[config.mk]
export PLATFORM = sky130hd
export DESIGN_NAME = uart_mdm_ctl
export DESIGN_NICKNAME = d
export VERILOG_FILES = /design/src/rtl/uart_mdm_pkg.sv /design/src/rtl/uart_mdm_ri_sync.sv /design/src/rtl/uart_mdm_ctrl_reg.sv /design/src/rtl/uart_mdm_stat_reg.sv /design/src/rtl/uart_mdm_ctl.sv
export SDC_FILE = /design/constraint.sdc
export NUM_CORES = 1
export LEC_CHECK = 0
export BUFFER_PORTS_ARGS = -buffer_cell sky130_fd_sc_hd__clkbuf_2
export CAP_MARGIN = 0
export CORE_AREA = 8 8 45 47
export DETAILED_ROUTE_END_ITERATION = 10
export DIE_AREA = 0 0 53 55
export PLACE_DENSITY = 0.73
export REMOVE_ABC_BUFFERS = 1
export SYNTH_ARGS = -nofsm -noshare
export SYNTH_HDL_FRONTEND = slang
export SYNTH_SLANG_ARGS = --single-unit
[constraint.sdc]
create_clock -name clk -period 0.8 [get_ports clk]
set_clock_uncertainty 0.05 [all_clocks]
set_input_delay 0.16 -clock clk [delete_from_list [all_inputs] [get_ports clk]]
set_output_delay 0.16 -clock clk [all_outputs]
set_load 0.01 [all_outputs]
[src/rtl/uart_mdm_pkg.sv]
package uart_mdm_pkg;
  localparam int CTRL_OFFSET = 4;
  localparam int STAT_OFFSET = 6;
  localparam int CTRL_BITS   = 5;
  localparam int CTRL_REQ    = 1;
  localparam int CTRL_LOOP   = 4;
  localparam int STAT_RING   = 6;
  localparam int STAT_RFLAG  = 2;
endpackage

[src/rtl/uart_mdm_ri_sync.sv]
module uart_mdm_ri_sync #(
  parameter int STAGES = 2
) (
  input  logic clk,
  input  logic rst_n,
  input  logic ri_async,
  output logic ri_sync,
  output logic ri_rise
);
  logic [STAGES-1:0] chain_q;
  logic              prev_q;

  generate
    for (genvar g = 0; g < STAGES; g++) begin : g_stage
      if (g == 0) begin : g_first
        always_ff @(posedge clk or negedge rst_n)
          if (!rst_n) chain_q[0] <= 1'b0;
          else        chain_q[0] <= ri_async;
      end else begin : g_next
        always_ff @(posedge clk or negedge rst_n)
          if (!rst_n) chain_q[g] <= 1'b0;
          else        chain_q[g] <= chain_q[g-1];
      end
    end
  endgenerate

  always_ff @(posedge clk or negedge rst_n)
    if (!rst_n) prev_q <= 1'b0;
    else        prev_q <= chain_q[STAGES-1];

  assign ri_sync = chain_q[STAGES-1];
  assign ri_rise = chain_q[STAGES-1] & ~prev_q;

  AST_RISE_SINGLE: assert property (@(posedge clk) disable iff (!rst_n)
    ri_rise |=> !ri_rise);
endmodule

[src/rtl/uart_mdm_ctrl_reg.sv]
module uart_mdm_ctrl_reg #(
  parameter int DATA_W = 8,
  parameter int BITS   = 5
) (
  input  logic              clk,
  input  logic              rst_n,
  input  logic              wr_en,
  input  logic [DATA_W-1:0] wdata,
  output logic [BITS-1:0]   ctrl_q
);
  always_ff @(posedge clk or negedge rst_n)
    if (!rst_n)     ctrl_q <= '0;
    else if (wr_en) ctrl_q <= wdata[BITS-1:0];

  AST_CTRL_LOAD: assert property (@(posedge clk) disable iff (!rst_n)
    wr_en |=> ctrl_q == $past(wdata[BITS-1:0]));
  AST_CTRL_HOLD: assert property (@(posedge clk) disable iff (!rst_n)
    !wr_en |=> $stable(ctrl_q));
endmodule

[src/rtl/uart_mdm_stat_reg.sv]
module uart_mdm_stat_reg (
  input  logic clk,
  input  logic rst_n,
  input  logic ri_rise,
  input  logic rd_clr,
  output logic flag_q
);
  always_ff @(posedge clk or negedge rst_n)
    if (!rst_n)       flag_q <= 1'b0;
    else if (ri_rise) flag_q <= 1'b1;
    else if (rd_clr)  flag_q <= 1'b0;

  AST_FLAG_SET: assert property (@(posedge clk) disable iff (!rst_n)
    ri_rise |=> flag_q);
  AST_FLAG_HOLD: assert property (@(posedge clk) disable iff (!rst_n)
    flag_q && !rd_clr |=> flag_q);
  AST_FLAG_CLEAR: assert property (@(posedge clk) disable iff (!rst_n)
    rd_clr && !ri_rise |=> !flag_q);
endmodule

[src/rtl/uart_mdm_ctl.sv]
module uart_mdm_ctl
  import uart_mdm_pkg::*;
#(
  parameter int ADDR_W      = 3,
  parameter int DATA_W      = 8,
  parameter int SYNC_STAGES = 2
) (
  input  logic              clk,
  input  logic              rst_n,
  input  logic              cs,
  input  logic              rd_stb,
  input  logic              wr_stb,
  input  logic [ADDR_W-1:0] addr,
  input  logic [DATA_W-1:0] wdata,
  output logic [DATA_W-1:0] rdata,
  input  logic              ri_in,
  input  logic              msi_en,
  output logic              rts_n,
  output logic              loop_mode,
  output logic              irq
);
  localparam logic [ADDR_W-1:0] CTRL_A = ADDR_W'(CTRL_OFFSET);
  localparam logic [ADDR_W-1:0] STAT_A = ADDR_W'(STAT_OFFSET);

  logic                 ctrl_wr, stat_rd;
  logic [CTRL_BITS-1:0] ctrl_q;
  logic                 ri_sync, ri_rise, flag_q;

  assign ctrl_wr = cs && wr_stb && (addr == CTRL_A);
  assign stat_rd = cs && rd_stb && (addr == STAT_A);

  uart_mdm_ri_sync #(.STAGES(SYNC_STAGES)) u_sync (
    .clk(clk), .rst_n(rst_n), .ri_async(ri_in),
    .ri_sync(ri_sync), .ri_rise(ri_rise)
  );

  uart_mdm_ctrl_reg #(.DATA_W(DATA_W), .BITS(CTRL_BITS)) u_ctrl (
    .clk(clk), .rst_n(rst_n), .wr_en(ctrl_wr), .wdata(wdata), .ctrl_q(ctrl_q)
  );

  uart_mdm_stat_reg u_stat (
    .clk(clk), .rst_n(rst_n), .ri_rise(ri_rise), .rd_clr(stat_rd), .flag_q(flag_q)
  );

  always_comb begin
    rdata = '0;
    if (cs && rd_stb) begin
      if (addr == CTRL_A) begin
        rdata[CTRL_BITS-1:0] = ctrl_q;
      end else if (addr == STAT_A) begin
        rdata[STAT_RING]  = ri_sync;
        rdata[STAT_RFLAG] = flag_q;
      end
    end
  end

  assign loop_mode = ctrl_q[CTRL_LOOP];
  assign rts_n     = ~(ctrl_q[CTRL_REQ] & ~ctrl_q[CTRL_LOOP]);
  assign irq       = flag_q & msi_en;

  AST_RTS_LOOP_OFF: assert property (@(posedge clk) disable iff (!rst_n)
    loop_mode |-> rts_n);
  AST_IRQ_MASKED: assert property (@(posedge clk) disable iff (!rst_n)
    !msi_en |-> !irq);
endmodule

==> run metrics <==
vias in the first global route 402; largest net degree at the start of global routing 10; GR Overflow Total 0; starting density of the core 30.5%; simple-gate area share of the yosys netlist 23.4%; worst hold path class in -> reg; clock latency on the worst-skew pair 0.25 ns; number of synthesized flops with an enable pin 0; Syn Std Cell Area 422 µm²; xor/xnor share of the synthesized area 0%; initial drt markers 0; Distinct cells, synth 14; first-pass GRT wire length 1.69 mm; R2R setup slack -0.14 ns; fin area 769 µm²; area share of the largest cell type after synthesis 53.4%; dpl hpwl 842 µm; mux share of post-synthesis cell area 13.4%; cells on worst reg2reg path 2; part of the power in combinational logic 28.6%; share of cells above drive strength 1 64.2%; routability cong. 0.792; Place WS -0.381 ns; final hold violation count 0; status finished, violations left; Setup violations, final 14; count leader, synth dfrtp_1; Critical Path Sink Type output pin; WHS Path Cells 2; diode count 0; pwr dens 1650 nW/µm²; total wire length 1.23 mm; FF-to-FF Start u_ctrl.ctrl_q[4]; hold endpoint u_ctrl.ctrl_q[3]; initial antenna violation count 0; Critical Path Start Type flip-flop; Crit Path Category reg -> out; clk root buf clkbuf_4; core box area 1380 µm²; syn_area_per_cell 12.8 µm²; area post-placement 568 µm²; GRT Resource Usage Total 7.92%; router iterations before antenna repair 1; P_leak 0.399 nW; PortBufs 23; RSZ-0062 raised after global routing yes; most area-consuming cells after synthesis dfrtp_1 53%, mux2_1 13%, and2_1 8.9%, nand4_4 5.0%, buf_4 3.6%; Setup crit start u_ctrl.ctrl_q[2]; Seq/Total Area, Yosys 53.4%; via count 368; hold wc startpoint wdata[3]; f_max 0.847 GHz; Seq pwr share 45.2%; DIE AREA 2920 µm²; commonest cells in the synthesized netlist 9 x dfrtp_1, 6 x and2_1, 5 x mux2_1; Sw Share 24.6%; Avg WL per Cell 14.8 µm; ys async rst share 100%; Power Internal 0.958 mW; post-synth top area cell dfrtp_1; layout net count 86; die height 55 µm; Final WS setup -0.381 ns; io pins 29; Num CTS Buffers 3; Final min period 1.18 ns; DRC Markers 0; Slew Limit Fails 0; clock buffer depth 2; remaining antenna violation count 0; Compound-Gate Fraction of Synth Area 3.56%; Clock power frac 26.2%; Crit Path Max Fanout 2; synth-to-layout area growth 82.5%; Worst EP required 0.59 ns; Max Cap Viol 0; depth of the CTS H-tree 1; largest family of logic cells by synthesized area simple AND/OR/NAND/NOR gates; Die X-Extent 53 µm; clk sinks 9; Vias/cell 4.43; Final period util 148%; CTS tree built; synth warn 0; Main synth FF type dfrtp_1; Synth Instances 33; Core Rows 14; #FFs+latches synth 9; Synth Area in Adders 0%; r2r endpoint u_ctrl.ctrl_q[4]; violated checks setup timing; Clk pin slew, worst setup/hold paths 0.06 ns; Sw Pwr 0.313 mW; worst vdd ir 985 µV; CP arrival 0.97 ns
## critical path, cell delays in order (launching register included)
cell	delay (ns)
dfrtp_1	0.38
a22o_1	0.21
clkbuf_2	0.13
## layout make-up
class / instances / area (µm²)
Sequential cell: 9 / 225
Tap cell: 16 / 20.0
Multi-Input combinational cell: 21 / 233
Timing Repair Buffer: 31 / 258
Fill cell: 123 / 614
Clock buffer: 4 / 26.3
Inverter: 2 / 7.51
## layout by cell type, fill, tap and decap left out
master         synthesis  layout
nand2b_4               0       1
buf_2                  0       1
clkbuf_16              0       1
nor3b_4                0       1
nand3_4                0       1
and2_1                 6       5
buf_4                  2       4
mux2_4                 0       4
o22ai_1                1       1
clkbuf_1               0       1
clkbuf_4               0       3
nand4_4                1       1
dfrtp_1                9       9
buf_6                  0       7
nor2_4                 0       1
inv_1                  2       2
nor3_4                 0       1
a22o_1                 1       1
clkbuf_8               0       1
and2_4                 0       1
dlygate4sd3_1          0       2
buf_8                  0       1
clkbuf_2               0      14
conb_1                 1       2
mux2_1                 5       1
## power groups by stage
stage	clock network, mW	registers (mW)	logic, mW
detailed placement	0	0.574	0.196
CTS	0.351	0.564	0.292
global placement	0	0.567	0.189
finish	0.334	0.575	0.363
global route	0.372	0.583	0.392
floorplan	0	0.566	0.0846
## worst max-delay path by stage
stage,endpoint,slack (ns),cells past startpoint
6_report,rdata[2],-0.38,2
4_1_cts,rdata[2],-0.40,2
5_1_grt,rdata[2],-0.42,2
2_1_floorplan,u_ctrl.ctrl_q[0],-0.12,3
3_5_place_dp,rdata[2],-0.38,5
3_3_place_gp,rdata[2],-0.33,5
## routing by layer
metal,vias to the layer above,track usage [%],share of wire (%)
met4,0,5.17,0
met1,175,8.20,39
met5,-,0,0
li1,174,-,-
met2,19,13.5,50
met3,0,2.67,11
## per-stage QoR
stage                     util [%]  TNS, ns  cells  hold WS (ns)  power, mW
after global routing          55.6    -3.73     83        0.0782       1.35
after global placement        41.0    -3.55     74       -0.0288      0.755
after detailed placement      41.0    -3.94     74       -0.0212      0.770
final                         55.6    -3.18     83        0.0900       1.27
after CTS                     49.2    -3.20     81        0.0826       1.21
after floorplan                  -   -0.934     32        -0.186      0.651
## timing repair
action                                 CTS  global route
resized for setup                       12            22
cloned                                   0             0
pin swaps                                2             7
buffers inserted                         1             2
setup endpoints to repair               14            15
hold buffers                             2             0
endpoints found under the hold margin   10             0
## registers in the layout (all words and copies together) (netlist names)
register        flops
u_ctrl.ctrl_q       5
u_sync.chain_q      1
u_stat.flag_q       1
u_sync.ri_sync      1
u_sync.prev_q       1
## kinds of logic (layout without fill, tap and decap cells)
group / Yosys count / after routing
multiplexers: 5 / 5
AND/OR/NAND/NOR: 12 / 12
flip-flops: 9 / 9
other: 1 / 2
AO/OA/AOI/OAI: 2 / 2
buffers and inverters: 4 / 37
(Power assumes the default switching activity.)
